[src/rtl/gpio_dual_pkg.sv]
package gpio_dual_pkg;
  localparam int REG_ADDR_W = 8;

  typedef enum logic [4:0] {
    SEL_NONE, SEL_REV, SEL_SYS, SEL_RDY, SEL_STA0, SEL_EN0, SEL_WU,
    SEL_STA1, SEL_EN1, SEL_CTL, SEL_OE, SEL_DIN, SEL_DOUT, SEL_LO,
    SEL_HI, SEL_RISE, SEL_FALL, SEL_DBEN, SEL_DBT
  } rdSel_e;

  typedef struct packed {
    logic wrSys;
    logic clrSta0;
    logic clrSta1;
    logic wrEn0;
    logic clrEn0;
    logic setEn0;
    logic wrEn1;
    logic clrEn1;
    logic setEn1;
    logic wrWu;
    logic clrWu;
    logic setWu;
    logic wrCtl;
    logic wrOe;
    logic wrOut;
    logic clrOut;
    logic setOut;
    logic wrLo;
    logic wrHi;
    logic wrRise;
    logic wrFall;
    logic wrDbEn;
    logic wrDbTime;
  } strobe_t;
endpackage

[src/rtl/gpio_dual_ctrl.sv]
module gpio_dual_ctrl
  import gpio_dual_pkg::*;
#(
  parameter int DATA_W = 32
) (
  input  logic [REG_ADDR_W-1:0] busAddr,
  input  logic                  busWrEn,
  input  logic [1:0]            busWrSize,
  input  logic [DATA_W-1:0]     busWrData,
  output strobe_t               strb,
  output logic [DATA_W-1:0]     laneData,
  output logic [DATA_W-1:0]     laneMask,
  output rdSel_e                rdSel
);
  localparam int BYTES  = DATA_W / 8;
  localparam int LANE_W = $clog2(BYTES);

  logic [REG_ADDR_W-1:0] wordAddr;
  int laneOff;
  int laneCnt;
  logic [DATA_W-1:0] sizeMask;

  assign wordAddr = {busAddr[REG_ADDR_W-1:LANE_W], {LANE_W{1'b0}}};
  assign laneOff  = int'(busAddr[LANE_W-1:0]);

  always_comb begin
    case (busWrSize)
      2'd0:    begin laneCnt = 1; sizeMask = DATA_W'(8'hFF); end
      2'd1:    begin laneCnt = 2; sizeMask = DATA_W'(16'hFFFF); end
      default: begin laneCnt = BYTES; sizeMask = '1; end
    endcase
  end

  // per-lane byte selection for sub-word writes
  for (genvar b = 0; b < BYTES; b++) begin : g_lane
    assign laneMask[8*b +: 8] = {8{(b >= laneOff) && (b < laneOff + laneCnt)}};
  end

  assign laneData = ((busWrData & sizeMask) << (8 * laneOff)) & laneMask;

  always_comb begin
    strb  = '0;
    rdSel = SEL_NONE;
    case (wordAddr)
      8'h00: rdSel = SEL_REV;
      8'h10: begin rdSel = SEL_SYS;  strb.wrSys    = busWrEn; end
      8'h14: rdSel = SEL_RDY;
      8'h18: begin rdSel = SEL_STA0; strb.clrSta0  = busWrEn; end
      8'h1C: begin rdSel = SEL_EN0;  strb.wrEn0    = busWrEn; end
      8'h20: begin rdSel = SEL_WU;   strb.wrWu     = busWrEn; end
      8'h28: begin rdSel = SEL_STA1; strb.clrSta1  = busWrEn; end
      8'h2C: begin rdSel = SEL_EN1;  strb.wrEn1    = busWrEn; end
      8'h30: begin rdSel = SEL_CTL;  strb.wrCtl    = busWrEn; end
      8'h34: begin rdSel = SEL_OE;   strb.wrOe     = busWrEn; end
      8'h38: rdSel = SEL_DIN;
      8'h3C: begin rdSel = SEL_DOUT; strb.wrOut    = busWrEn; end
      8'h40: begin rdSel = SEL_LO;   strb.wrLo     = busWrEn; end
      8'h44: begin rdSel = SEL_HI;   strb.wrHi     = busWrEn; end
      8'h48: begin rdSel = SEL_RISE; strb.wrRise   = busWrEn; end
      8'h4C: begin rdSel = SEL_FALL; strb.wrFall   = busWrEn; end
      8'h50: begin rdSel = SEL_DBEN; strb.wrDbEn   = busWrEn; end
      8'h54: begin rdSel = SEL_DBT;  strb.wrDbTime = busWrEn; end
      8'h60: begin rdSel = SEL_EN0;  strb.clrEn0   = busWrEn; end
      8'h64: begin rdSel = SEL_EN0;  strb.setEn0   = busWrEn; end
      8'h70: begin rdSel = SEL_EN1;  strb.clrEn1   = busWrEn; end
      8'h74: begin rdSel = SEL_EN1;  strb.setEn1   = busWrEn; end
      8'h80: begin rdSel = SEL_WU;   strb.clrWu    = busWrEn; end
      8'h84: begin rdSel = SEL_WU;   strb.setWu    = busWrEn; end
      8'h90: begin rdSel = SEL_DOUT; strb.clrOut   = busWrEn; end
      8'h94: begin rdSel = SEL_DOUT; strb.setOut   = busWrEn; end
      default: ;
    endcase
  end
endmodule

[src/rtl/gpio_dual_dp.sv]
module gpio_dual_dp
  import gpio_dual_pkg::*;
#(
  parameter int DATA_W = 32
) (
  input  logic              clk,
  input  logic              rst_n,
  input  strobe_t           strb,
  input  logic [DATA_W-1:0] laneData,
  input  logic [DATA_W-1:0] laneMask,
  input  rdSel_e            rdSel,
  input  logic [DATA_W-1:0] pinIn,
  output logic [DATA_W-1:0] rdData,
  output logic [DATA_W-1:0] pinOut,
  output logic [DATA_W-1:0] pinOutEn,
  output logic              irqA,
  output logic              irqB,
  output logic              wakeup
);
  localparam logic [4:0] SYS_KEEP = 5'h1D;
  localparam logic [2:0] CTL_INIT = 3'd2;

  logic [4:0] sysCfg;
  logic [2:0] ctlReg;
  logic [7:0] dbTime;
  logic [DATA_W-1:0] sta0, sta1, en0, en1, wuEn, oe, dataOut;
  logic [DATA_W-1:0] loDet, hiDet, riseDet, fallDet, dbEn;
  logic [DATA_W-1:0] sync1, syncIn, prevIn, evt, clrMask0, clrMask1, sysWrVal;

  function automatic logic [DATA_W-1:0] mergeIn(input logic [DATA_W-1:0] cur,
                                                input logic [DATA_W-1:0] m,
                                                input logic [DATA_W-1:0] d);
    return (cur & ~m) | d;
  endfunction

  assign sysWrVal = mergeIn(DATA_W'(sysCfg), laneMask, laneData);
  assign clrMask0 = strb.clrSta0 ? laneData : '0;
  assign clrMask1 = strb.clrSta1 ? laneData : '0;

  // synchroniser and previous-sample stage
  always_ff @(posedge clk or negedge rst_n) begin
    if (!rst_n) begin
      sync1  <= '0;
      syncIn <= '0;
      prevIn <= '0;
    end else begin
      sync1  <= pinIn;
      syncIn <= sync1;
      prevIn <= syncIn;
    end
  end

  // per-line event detection
  for (genvar i = 0; i < DATA_W; i++) begin : g_evt
    assign evt[i] = oe[i] & ((riseDet[i] &  syncIn[i] & ~prevIn[i]) |
                             (fallDet[i] & ~syncIn[i] &  prevIn[i]) |
                             (hiDet[i]   &  syncIn[i]) |
                             (loDet[i]   & ~syncIn[i]));
  end

  always_ff @(posedge clk or negedge rst_n) begin
    if (!rst_n) begin
      sysCfg <= '0; ctlReg <= CTL_INIT; dbTime <= '0;
      sta0 <= '0; sta1 <= '0; en0 <= '0; en1 <= '0; wuEn <= '0;
      oe <= '1; dataOut <= '0; loDet <= '0; hiDet <= '0;
      riseDet <= '0; fallDet <= '0; dbEn <= '0; wakeup <= 1'b0;
    end else if (strb.wrSys && sysWrVal[1]) begin
      sysCfg <= sysWrVal[4:0] & SYS_KEEP; ctlReg <= CTL_INIT; dbTime <= '0;
      sta0 <= '0; sta1 <= '0; en0 <= '0; en1 <= '0; wuEn <= '0;
      oe <= '1; dataOut <= '0; loDet <= '0; hiDet <= '0;
      riseDet <= '0; fallDet <= '0; dbEn <= '0; wakeup <= 1'b0;
    end else begin
      if (strb.wrSys) sysCfg <= sysWrVal[4:0] & SYS_KEEP;
      sta0 <= (sta0 & ~clrMask0) | evt;
      sta1 <= (sta1 & ~clrMask1) | evt;
      wakeup <= sysCfg[2] && (sysCfg[4:3] != 2'b00) && ((evt & wuEn) != '0);
      if (strb.wrEn0)  en0 <= mergeIn(en0, laneMask, laneData);
      if (strb.clrEn0) en0 <= en0 & ~laneData;
      if (strb.setEn0) en0 <= en0 | laneData;
      if (strb.wrEn1)  en1 <= mergeIn(en1, laneMask, laneData);
      if (strb.clrEn1) en1 <= en1 & ~laneData;
      if (strb.setEn1) en1 <= en1 | laneData;
      if (strb.wrWu)   wuEn <= mergeIn(wuEn, laneMask, laneData);
      if (strb.clrWu)  wuEn <= wuEn & ~laneData;
      if (strb.setWu)  wuEn <= wuEn | laneData;
      if (strb.wrOut)  dataOut <= mergeIn(dataOut, laneMask, laneData);
      if (strb.clrOut) dataOut <= dataOut & ~laneData;
      if (strb.setOut) dataOut <= dataOut | laneData;
      if (strb.wrCtl)  ctlReg <= mergeIn(DATA_W'(ctlReg), laneMask, laneData)
                                 & DATA_W'(3'h7);
      if (strb.wrOe)   oe <= mergeIn(oe, laneMask, laneData);
      if (strb.wrLo)   loDet <= mergeIn(loDet, laneMask, laneData);
      if (strb.wrHi)   hiDet <= mergeIn(hiDet, laneMask, laneData);
      if (strb.wrRise) riseDet <= mergeIn(riseDet, laneMask, laneData);
      if (strb.wrFall) fallDet <= mergeIn(fallDet, laneMask, laneData);
      if (strb.wrDbEn) dbEn <= mergeIn(dbEn, laneMask, laneData);
      if (strb.wrDbTime) dbTime <= mergeIn(DATA_W'(dbTime), laneMask, laneData)
                                   & DATA_W'(8'hFF);
    end
  end

  assign irqA     = (sta0 & en0) != '0;
  assign irqB     = (sta1 & en1) != '0;
  assign pinOut   = dataOut;
  assign pinOutEn = ~oe;

  always_comb begin
    case (rdSel)
      SEL_REV:  rdData = DATA_W'(8'h18);
      SEL_SYS:  rdData = DATA_W'(sysCfg);
      SEL_RDY:  rdData = DATA_W'(1);
      SEL_STA0: rdData = sta0;
      SEL_EN0:  rdData = en0;
      SEL_WU:   rdData = wuEn;
      SEL_STA1: rdData = sta1;
      SEL_EN1:  rdData = en1;
      SEL_CTL:  rdData = DATA_W'(ctlReg);
      SEL_OE:   rdData = oe;
      SEL_DIN:  rdData = syncIn;
      SEL_DOUT: rdData = dataOut;
      SEL_LO:   rdData = loDet;
      SEL_HI:   rdData = hiDet;
      SEL_RISE: rdData = riseDet;
      SEL_FALL: rdData = fallDet;
      SEL_DBEN: rdData = dbEn;
      SEL_DBT:  rdData = DATA_W'(dbTime);
      default:  rdData = '0;
    endcase
  end


  output_line_quiet_chk: assert property (@(posedge clk) disable iff (!rst_n)
    ((sta0 & ~$past(sta0) & ~$past(oe)) == '0));


  status_mirror_chk: assert property (@(posedge clk) disable iff (!rst_n)
    ((sta0 & ~$past(sta0) & ~sta1) == '0));


  irq_a_drop_chk: assert property (@(posedge clk) disable iff (!rst_n)
    $fell(irqA) |-> $past(strb.clrSta0 || strb.wrEn0 || strb.clrEn0 || strb.wrSys));


  wake_gate_chk: assert property (@(posedge clk) disable iff (!rst_n)
    wakeup |-> $past(sysCfg[2] && (sysCfg[4:3] != 2'b00)));


  soft_reset_chk: assert property (@(posedge clk) disable iff (!rst_n)
    (strb.wrSys && sysWrVal[1]) |=> (oe == '1 && ctlReg == CTL_INIT && sta0 == '0));
endmodule

[src/rtl/dual_irq_gpio.sv]
module dual_irq_gpio
  import gpio_dual_pkg::*;
#(
  parameter int DATA_W = 32
) (
  input  logic                  clk,
  input  logic                  rst_n,
  input  logic [REG_ADDR_W-1:0] busAddr,
  input  logic                  busWrEn,
  input  logic [1:0]            busWrSize,
  input  logic [DATA_W-1:0]     busWrData,
  output logic [DATA_W-1:0]     busRdData,
  input  logic [DATA_W-1:0]     pinIn,
  output logic [DATA_W-1:0]     pinOut,
  output logic [DATA_W-1:0]     pinOutEn,
  output logic                  irqA,
  output logic                  irqB,
  output logic                  wakeup
);
  strobe_t strb;
  rdSel_e  rdSel;
  logic [DATA_W-1:0] laneData, laneMask;

  gpio_dual_ctrl #(.DATA_W(DATA_W)) u_ctrl (
    .busAddr(busAddr), .busWrEn(busWrEn), .busWrSize(busWrSize),
    .busWrData(busWrData), .strb(strb), .laneData(laneData),
    .laneMask(laneMask), .rdSel(rdSel)
  );

  gpio_dual_dp #(.DATA_W(DATA_W)) u_dp (
    .clk(clk), .rst_n(rst_n), .strb(strb), .laneData(laneData),
    .laneMask(laneMask), .rdSel(rdSel), .pinIn(pinIn), .rdData(busRdData),
    .pinOut(pinOut), .pinOutEn(pinOutEn), .irqA(irqA), .irqB(irqB),
    .wakeup(wakeup)
  );
endmodule

[config.mk]
export PLATFORM = sky130hd
export DESIGN_NAME = dual_irq_gpio
export DESIGN_NICKNAME = d
export VERILOG_FILES = /design/src/rtl/gpio_dual_pkg.sv /design/src/rtl/gpio_dual_ctrl.sv /design/src/rtl/gpio_dual_dp.sv /design/src/rtl/dual_irq_gpio.sv
export SDC_FILE = /design/constraint.sdc
export NUM_CORES = 1
export LEC_CHECK = 0
export CORE_MARGIN = 1
export CORE_UTILIZATION = 56
export DETAILED_ROUTE_END_ITERATION = 10
export PLACE_DENSITY = 0.88
export REMOVE_ABC_BUFFERS = 1
export SLEW_MARGIN = 20
export SYNTH_ARGS = -nofsm -noshare
export SYNTH_HDL_FRONTEND = slang
export SYNTH_SLANG_ARGS = --single-unit
[constraint.sdc]
create_clock -name clk -period 3.75 [get_ports clk]
set_input_delay 0.5625 -clock clk [delete_from_list [all_inputs] [get_ports clk]]
set_output_delay 0.5625 -clock clk [all_outputs]
set_load 0.05 [all_outputs]
Word level (Yosys, flattened, before mapping)
Index checks and enable logic that the tools add are counted.
{"block": "classes", "n_addsub": 1, "n_mul": 0, "div": 0, "n_lt_le_gt_ge": 8, "eq_ne": 44, "shifts": 1, "n_mux": 66, "bitwise_logic": 432, "n_reduce_logical": 30}
{"operator": "two-way mux 32 bit", "count": 32}
{"operator": "AND 32 bit", "count": 21}
{"operator": "one-hot mux 32 bit (18 select lines)", "count": 1}
{"operator": "OR 32 bit", "count": 16}
{"operator": "AND 1 bit", "count": 224}
{"operator": "NOT 32 bit", "count": 5}
{"operator": "OR 1 bit", "count": 96}
{"operator": "nonzero test 32 bit", "count": 3}
{"operator": "one-hot mux 5 bit (18 select lines)", "count": 1}
{"operator": "less-than comparator 3 x 32 -> 1 bit, first input constant", "count": 2}
{"operator": "NOT 1 bit", "count": 64}
{"operator": "one-hot mux 32 bit (2 select lines)", "count": 1}
{"operator": "== test 6 x 5 -> 1 bit, second input constant", "count": 10}
{"operator": "== test 6 x 4 -> 1 bit, second input constant", "count": 7}
{"operator": "== test 5 x 4 -> 1 bit, second input constant", "count": 8}
{"operator": "less-than comparator 1 x 32 -> 1 bit, first input constant", "count": 1}
{"operator": "less-than comparator 2 x 32 -> 1 bit, first input constant", "count": 1}
{"operator": "left shift 32 x 5 -> 32 bit", "count": 1}
{"operator": "== test 6 x 3 -> 1 bit, second input constant", "count": 4}
{"operator": "== test 6 bit, second input constant", "count": 4}
{"operator": "two-way mux 1 bit", "count": 24}
{"operator": "== test 5 x 3 -> 1 bit, second input constant", "count": 4}
{"operator": "nonzero test 2 bit", "count": 10}
{"operator": "two-way mux 8 bit", "count": 2}
{"operator": "other kinds (21)", "count": 40}
{"block": "word_totals", "regBits": 497, "latchBits": 0, "ram_bits": 0, "romBits": 0, "inputBits": 77, "output_inout_bits": 99, "word_cells": 601, "memories": 0}

Logic depth before layout (Yosys ltp)
Gate-level depths: netlist of the first run.
{"block": "logic_depth", "ltp_word": 12, "ltp_mapped": 14, "depth_no_buf": 10}

Modules after synthesis
Synthesis of the first run repeated with hierarchy kept, for this count alone.
{"block": "hier_totals", "cells_unflattened": 2995, "area_unflattened_um2": 26095.0}
{"module": "gpio_dual_dp", "instances": 1, "cells_each": 2759, "area_per_inst_um2": 24584.8, "seq_area_each_um2": 12453.2}
{"module": "gpio_dual_ctrl", "instances": 1, "cells_each": 236, "area_per_inst_um2": 1510.2, "seq_area_each_um2": 0.0}

Worst setup path after synthesis of the first run
No wires, ideal clock.
{"block": "synth_path", "kind": "input-to-reg", "from": "in busWrSize[0]", "to": "reg u_dp.en0[21]", "setup_ns": 0.126, "arrival_ns": 2.916, "required_ns": 3.624, "path_slack_ns": 0.708, "cell_stages": 10, "path_buffers": 1, "path_cell_list": "clkbuf_1 -> nor2_1 -> ha_1 -> inv_1 -> fa_1 -> nor3b_1 -> a21oi_1 -> o21ai_1 -> nor2_1 -> a221o_1"}
{"block": "synth_via", "elab_chain_cells": 12, "elab_cells_between_ends": 26, "cone_classes": "add/sub: 1; order compare: 2; eq/ne: 1; shift: 1; mux: 6; bitwise: 10; reduce/logical: 5"}
{"element": "start, declared", "line_no": "dual_irq_gpio.sv:10", "rtl": "input logic [1:0] busWrSize,"}
{"element": "== test 2 x 1 -> 1 bit / zero test 2 bit (equally long branches)", "line_no": "gpio_dual_ctrl.sv:27", "rtl": "case (busWrSize)"}
{"element": "one-hot mux 3 bit (2 select lines)", "line_no": "gpio_dual_ctrl.sv:27"}
{"element": "adder 2 x 3 -> 4 bit", "line_no": "gpio_dual_ctrl.sv:36", "rtl": "assign laneMask[8*b +: 8] = {8{(b >= laneOff) && (b < laneOff + laneCnt)}};"}
{"element": "less-than comparator 3 x 32 -> 1 bit", "line_no": "gpio_dual_ctrl.sv:36"}
{"element": "logical AND 1 bit", "line_no": "gpio_dual_ctrl.sv:36"}
{"element": "NOT 32 bit", "line_no": "gpio_dual_dp.sv:33", "rtl": "return (cur & ~m) | d;"}
{"element": "AND 32 bit", "line_no": "gpio_dual_dp.sv:33"}
{"element": "OR 32 bit", "line_no": "gpio_dual_dp.sv:33"}
{"element": "two-way mux 32 bit", "line_no": "gpio_dual_dp.sv:77", "rtl": "if (strb.wrEn0) en0 <= mergeIn(en0, laneMask, laneData);"}
{"element": "two-way mux 32 bit", "line_no": "gpio_dual_dp.sv:78", "rtl": "if (strb.clrEn0) en0 <= en0 & ~laneData;"}
{"element": "two-way mux 32 bit", "line_no": "gpio_dual_dp.sv:79", "rtl": "if (strb.setEn0) en0 <= en0 | laneData;"}
{"element": "two-way mux 32 bit", "line_no": "gpio_dual_dp.sv:67", "rtl": "end else if (strb.wrSys && sysWrVal[1]) begin"}
{"element": "end signal, assigned", "line_no": "gpio_dual_dp.sv:77"}
{"element": "end signal, assigned", "line_no": "gpio_dual_dp.sv:78"}
{"element": "end signal, assigned", "line_no": "gpio_dual_dp.sv:79"}
{"element": "end, declared", "line_no": "gpio_dual_dp.sv:26", "rtl": "logic [DATA_W-1:0] sta0, sta1, en0, en1, wuEn, oe, dataOut;"}
Several ways; a longest one is shown, not always the timed one. The select of a mux whose other input is x is not followed.
A chain may end at the register's enable or synchronous reset.

Worst setup path in the final report of the first run
{"block": "layout_path", "from": "reg u_dp.en1[28]", "to": "out irqB"}
{"block": "layout_via", "elab_chain_cells": 2}
{"element": "start, declared", "line_no": "gpio_dual_dp.sv:26"}
{"element": "start signal, assigned", "line_no": "gpio_dual_dp.sv:80", "rtl": "if (strb.wrEn1) en1 <= mergeIn(en1, laneMask, laneData);"}
{"element": "start signal, assigned", "line_no": "gpio_dual_dp.sv:81", "rtl": "if (strb.clrEn1) en1 <= en1 & ~laneData;"}
{"element": "start signal, assigned", "line_no": "gpio_dual_dp.sv:82", "rtl": "if (strb.setEn1) en1 <= en1 | laneData;"}
{"element": "AND 32 bit", "line_no": "gpio_dual_dp.sv:103", "rtl": "assign irqB = (sta1 & en1) != '0;"}
{"element": "nonzero test 32 bit", "line_no": "gpio_dual_dp.sv:103"}
{"element": "end, declared", "line_no": "dual_irq_gpio.sv:17", "rtl": "output logic irqB,"}
Every way passes these cells.

==> results of run 1 <==
==> registers in the layout (all words and copies together), names as in the netlist, 3 cells and up, named ones only <==
register and cells:
u_dp.dbEn 32, u_dp.en0 32, u_dp.en1 32, u_dp.fallDet 32, u_dp.hiDet 32, u_dp.loDet 32
u_dp.oe 32, u_dp.pinOut 32, u_dp.prevIn 32, u_dp.riseDet 32, u_dp.sta0 32, u_dp.sta1 32
u_dp.sync1 32, u_dp.syncIn 32, u_dp.wuEn 32, u_dp.dbTime 8, u_dp.ctlReg 3
==> worst max path at each step <==
stage	depth (start not counted)	endpoint	from
global route	9	busRdData[19]	busAddr[2]
floorplan	5	u_dp.loDet[0]$_DFFE_PN0P_	busAddr[0]
global placement	8	busRdData[19]	busAddr[3]
CTS	9	busRdData[19]	busAddr[3]
detailed placement	14	u_dp.loDet[21]$_DFFE_PN0P_	busWrSize[0]
finish	4	irqB	u_dp.en1[28]$_DFFE_PN0P_
==> power by group through the flow <==
stage	sequential (mW)	combinational [mW]	clock [mW]
final	7.09	2.81	5.67
after global routing	7.07	2.98	5.85
after CTS	6.98	2.76	5.65
after detailed placement	7.05	2.74	0
after global placement	7.04	2.67	0
after floorplan	6.73	1.42	0
==> area by class of cell <==
type,instances,area share [%]
flip-flops and latches,496,41.9
multi-input cells,1746,36.3
repair buffers,348,12.4
clock buffers,75,5.21
well taps,539,2.27
clock inverters,19,1.06
inverters,70,0.884
==> worst reg2reg max path, stage by stage (launching register included) <==
cell and delay (ps):
dfrtp_1 440, a211oi_1 250, a311oi_1 100, buf_4 200, a22o_1 250, a221oi_1 910
nand4_1 170, o21a_1 260
==> layer usage <==
| layer | GRT usage (%) | vias up | wire length (um) |
|---|---|---|---|
| li1 | - | 9887 | - |
| met1 | 64.1 | 12136 | 38700 |
| met2 | 70.0 | 2330 | 45000 |
| met3 | 17.6 | 531 | 16600 |
| met4 | 27.0 | 0 | 7000 |
| met5 | 0 | - | 0 |
==> layout by cell type, fill, tap and decap left out, types with 12 or more instances in the layout <==
cell	synthesis	layout
dfrtp_1	463	463
a21oi_1	212	211
nor2_1	208	205
nand2_1	201	201
o21ai_0	184	184
buf_4	3	147
a22oi_1	146	146
clkdlybuf4s50_1	0	138
nand3_1	113	113
a22o_1	86	86
inv_1	70	70
a222oi_1	58	58
buf_12	0	58
a211oi_1	56	56
clkbuf_16	0	53
nand2b_1	52	49
o211ai_1	35	35
dfstp_2	33	33
a311oi_1	31	31
o2bb2ai_1	28	28
nand4_1	27	27
nor3_1	27	26
o21ai_1	24	24
a32o_1	22	22
o21a_1	20	20
mux2i_1	19	19
and2_1	19	19
a221oi_1	18	18
a32oi_1	17	17
a221o_1	16	16
clkbuf_8	0	14
xnor2_1	12	12
==> cells by family after synthesis <==
group | synth area share (%)
AOI/OAI and AO/OA | 28.4
xor gates and xnor gates | 0.435
adders and majority gates | 0.186
buffers and inverters | 4.22
DFF | 51.5
muxes | 0.973
and+or+nand+nor | 14.2
==> through the flow <==
step	instance area [um^2]	TNS (ps)	hold slack [ps]
global placement	27800	0	332
CTS	29700	0	38.8
detailed placement	27800	0	336
global route	29700	0	87.7
floorplan	23400	-289370	267
finish	29700	0	13.6
==> what timing repair did <==
item	CTS	global route
pin swaps	0	0
setup endpoints to repair	2	32
hold buffers	0	0
buffers inserted	0	0
gates resized for setup	2	7
==> results.toml, run 1 <==
[run_status]
status = "completed"

[global_routing]
grt_pass1_vias = 23799
initial_antenna_violation_count = 2
grt-ovfl-total = 0
grt_first_pass_wirelength_um = 157000
grt_start_max_net_pins = 99
gr-usage-all-layers_pct = 48.7

[pwr]
combinational_share_of_power_pct = 18.1
vdd_drop_max_mv = 0.452
clock_power_share_pct = 36.4
power_switching_share_pct = 32.4
seq_power_share_pct = 45.5
static-leakage-power_nw = 12.4
intPower_mw = 10.5
power_per_cell_area_nw_per_um2 = 524
switching_pwr_mw = 5.05
post-layout-total-power_mw = 15.6

[logic_synthesis]
synthDistinctLibCells = 74
synth_sequential_area_ratio_pct = 51.5
netlist_instances = 2496
ys_top_cells_by_area = "dfrtp_1 48%, a22oi_1 4.5%, a21oi_1 4.4%"
synth-main-ff-cell = "dfrtp_1"
async_flop_share_pct = 100
post_synth_instance_area_um2 = 24200
area_share_of_the_largest_cell_type_after_synthesis_pct = 47.9
synthMostInstantiatedCell = "dfrtp_1"
synth_area_per_cell_um2 = 9.69
synth.cells.most_frequent = "463 x dfrtp_1, 212 x a21oi_1, 208 x nor2_1, 201 x nand2_1, 184 x o21ai_0"
synth_enable_flop_cells = 0
count_of_yosys_warnings_during_synthesis = 0
post-synth-top-area-cell = "dfrtp_1"
ys_ff_latch = 496

[clocking]
tritoncts_num_sinks = 496
cts.reportedPaths.clkPinSlew_ps = 60
tritoncts = "done"
clk_path_buf_depth = 3
clock_tree.htree_level_count = 2
clk-insertion-delay-late_ps = 620
numCtsBuffers = 51
clock_tree.root_cell = "clkbuf_16"

[timing]
hold_violations = 0
postLayoutSetupSlackWorst_ps = 143
max_clock_freq_ghz = 0.277
timing_max_transition_violations_final = 0
tightest_slew_ps = 1230
timing.final.setup_violations = 0
rsz0062_at_grt = "false"
max-slew-margin-rel_pct = 17.6
finalClockSkew_ps = 14.6
timing.final.crit_share_pct = 96.2
period_needed_ps = 3610

[critical_path]
critPathArrivalTime_ps = 3040
worst_r2r_startpoint = "u_dp.syncIn[29]$_DFF_PN0_"
reg2reg_depth = 7
path_max_fanout = 3
worst_r2r_endpoint = "u_dp.wakeup$_DFF_PN0_"
worst_path_largest_cell_delay_ps = 680
cp.required_ps = 3190
crit_path_end_kind = "primary output"
critPathKind = "flop to primary output"
setup.reg_to_reg.worst_slack_ps = 1030
timing.critical_path.slowest_stage_cell = "or4_1"
cp_top_family = "simple AND/OR/NAND/NOR gates"
critical_path.cell_chain = "a22oi_1 > nand3_1 > or4_1 > dlygate4sd2_1"
cp.buffers_inverters = 1
startpoint_type = "flop"

[place]
place.gp.congestion = 1.05
post-place-ws_ps = 83.2
place_inst = 3199
place.port_buffers = 175
detailed_place_hpwl_um = 75400

[route]
via_count = 24884
first_iter_violations = 4632
drt_pass1_iterations = 8
postRouteAntennaNets = 0
final_routed_wirelength_across_all_metal_layers_um = 107000
post_drt_wl_per_cell_um = 32.6
avgViaCountPerCell = 7.56
remaining_drc_errors = 0

[die]
pin_count = 176
placement_rows = 75
fp.coreArea_um2 = 42200
floorplan.initialDensity_pct = 57.2
die_w_um = 210
die_h_um = 210
fp.dieArea_um2 = 44000

[worst_hold_path]
worstHoldPathType = "input pin to asynchronous set/reset pin"

[layout]
area_growth_syn_to_layout_pct = 23.0
n_antenna_cell = 0
postLayoutCoreUtil_pct = 70.4
final_non_filler_cells = 3293
multiInputGateArea_um2 = 10800
final_layout_net_count = 2793
post_route_cells_drive_above_1_share_pct = 13.5
sequential_cell_area_um2 = 12500
fillCellCount = 3072

[flow_run]
cap_violations = 0
Note: power is estimated with default switching activity, not from simulation.
==> inputs of run 2 (changes only) <==
PLACE_DENSITY = 0.77   (was 0.88)
==> run 2 against run 1 <==
Effect of this change: the flow now finishes with violations (design-rule violations, negative hold slack); first-iteration DRC count fell by 1.3%; combinational power hardly changed; clock skew rose by 9.9 ps; non-clock buffer count is 2 higher; critical path type is now input pin to primary output; largest cell class unchanged; largest power group unchanged; highest routed layer is now met5.
==> results.toml, run 2 (synthesis gave the netlist of run 1 again) <==
[critical_path]
critPathKind = "input pin to primary output"
critPathArrivalTime_ps = 3060
startpoint_type = "input pin"
cp_top_family = "buffers and inverters"
cp.buffers_inverters = 4
worst_path_largest_cell_delay_ps = 660
crit_path_end_kind = "primary output"
critical_path.cell_chain = "clkdlybuf4s50_1 > nand2_1 > o32ai_4 > nor2b_2 > buf_12 > buf_4 > a21oi_1 > nand3_1 > buf_12"
timing.critical_path.mode_cell = "buf_12"
cp.required_ps = 3190
path_max_fanout = 23
timing.critical_path.slowest_stage_cell = "clkdlybuf4s50_1"
reg2reg_depth = 7
crit_cells = 9

[global_routing]
gr-usage-all-layers_pct = 47.8
initial_antenna_violation_count = 3
grt_pass1_vias = 23501
grt_start_max_net_pins = 90
grt-ovfl-total = 0
grt_first_pass_wirelength_um = 154000

[layout]
n_antenna_cell = 0
post_route_cells_drive_above_1_share_pct = 13.3
fillCellCount = 3130
layout_common_cells = "463 x dfrtp_1, 211 x a21oi_1, 205 x nor2_1, 201 x nand2_1, 184 x o21ai_0"
area_growth_syn_to_layout_pct = 22.4
final_layout_net_count = 2795
final_common_cell = "dfrtp_1"

[timing]
period_needed_ps = 3620
hold_violations = 13
tightest_slew_ps = 1260
worst_hold_slack_ps = -30.8
timing_max_transition_violations_final = 0
max-slew-margin-rel_pct = 15.5
max_clock_freq_ghz = 0.276
rsz0062_at_grt = "false"
timing.final.crit_share_pct = 96.5
finalClockSkew_ps = 24.4
timing.final.setup_violations = 0

[route]
post_drt_wl_per_cell_um = 32.0
postRouteAntennaNets = 0
first_iter_violations = 4570
remaining_drc_errors = 1
via_count = 24447
drt_pass1_iterations = 11
avgViaCountPerCell = 7.42
final_routed_wirelength_across_all_metal_layers_um = 106000

[place]
detailed_place_hpwl_um = 74500
place.port_buffers = 175
place.gp.congestion = 1.04

[die]
fp.coreArea_um2 = 42200
die_h_um = 210
fp.dieArea_um2 = 44000
die_w_um = 210
pin_count = 176
floorplan.initialDensity_pct = 57.2
placement_rows = 75

[flow_run]
cap_violations = 0

[clocking]
tritoncts = "done"
clock_tree.root_cell = "clkbuf_16"
numCtsBuffers = 51
clock_tree.htree_level_count = 2
postCtsHoldBufs = 0
cts.repair_timing.setup_buffer_count = 0
tritoncts_num_sinks = 496
clk-insertion-delay-late_ps = 620
cts.reportedPaths.clkPinSlew_ps = 60
clk_path_buf_depth = 3

[worst_hold_path]
worstHoldPathType = "input pin to asynchronous set/reset pin"

[pwr]
power_per_cell_area_nw_per_um2 = 520
vdd_drop_max_mv = 0.462
static-leakage-power_nw = 12.3
post-layout-total-power_mw = 15.4

[run_status]
violations = "design-rule violations, negative hold slack"
status = "finished, violations left"
-- run 2: changes by cell type in the layout (fill, tap and decap cells not counted), moves of 2 or more --
| cell | before | now |
|---|---|---|
| clkbuf_8 | 14 | 8 |
| dlygate4sd2_1 | 2 | 0 |
| clkinv_2 | 5 | 9 |
| buf_12 | 58 | 52 |
| nand2b_1 | 49 | 51 |
| buf_4 | 147 | 156 |
| clkbuf_1 | 8 | 13 |
| clkinv_4 | 3 | 0 |
| nand2b_2 | 3 | 1 |
-- run 2: per-layer routing --
| layer | track usage [%] | routed length (um) | vias up |
|---|---|---|---|
| met5 | 0 | 23 | - |
| met1 | 63.3 | 38500 | 11890 |
| met2 | 68.3 | 44500 | 2211 |
| li1 | - | - | 9866 |
| met3 | 16.1 | 15600 | 476 |
| met4 | 28.2 | 6820 | 4 |
-- run 2: cell type report --
type                            count  area [um^2]  share of cell area, %
Inverter                           70          263                  0.888
Sequential cell                   496        12500                   42.1
Tap cell                          539          674                   2.28
Timing Repair Buffer              350         3640                   12.3
Multi-Input combinational cell   1746        10800                   36.4
Clock buffer                       73         1460                   4.93
Clock inverter                     22          333                   1.12
-- run 2: path summary, 6_finish.rpt --
check,start,end,slack [ps]
hold / removal,rst_n,u_dp.loDet[14]$_DFFE_PN0P_,-30
max in group asynchronous,rst_n,u_dp.wakeup$_DFF_PN0_,2720
hold reg to reg,u_dp.sync1[9]$_DFF_PN0_,u_dp.syncIn[9]$_DFF_PN0_,350
setup / recovery,busAddr[2],busRdData[27],130
min in group clk,u_dp.sync1[9]$_DFF_PN0_,u_dp.syncIn[9]$_DFF_PN0_,350
setup reg to reg,u_dp.syncIn[29]$_DFF_PN0_,u_dp.wakeup$_DFF_PN0_,1080
-- run 2: what timing repair did --
action	4_1_cts	5_1_grt
endpoints found under the hold margin	0	0
setup endpoints to repair	9	12
gates resized for setup	1	4
-- run 2: report_power, final --
part	total (mW)	internal (mW)	switching [mW]	leakage, nW
registers	7.09	6.07	1.03	6.20
logic	2.81	1.05	1.76	5.25
clock network	5.49	3.26	2.22	0.874
total	15.4	10.4	5.01	12.3
-- run 2: through the flow --
stage | util (%) | worst slack (ps) | cells | setup TNS (ps) | area, um^2
2_1_floorplan | - | -1980 | 2312 | -289370 | 23400
4_1_cts | 70.0 | 59.5 | 3296 | 0 | 29600
6_report | 70.1 | 131 | 3296 | 0 | 29600
5_1_grt | 70.1 | 51.9 | 3296 | 0 | 29600
3_3_place_gp | 65.8 | -25.8 | 3201 | -58.9 | 27800
3_5_place_dp | 65.8 | -36.7 | 3201 | -128 | 27800
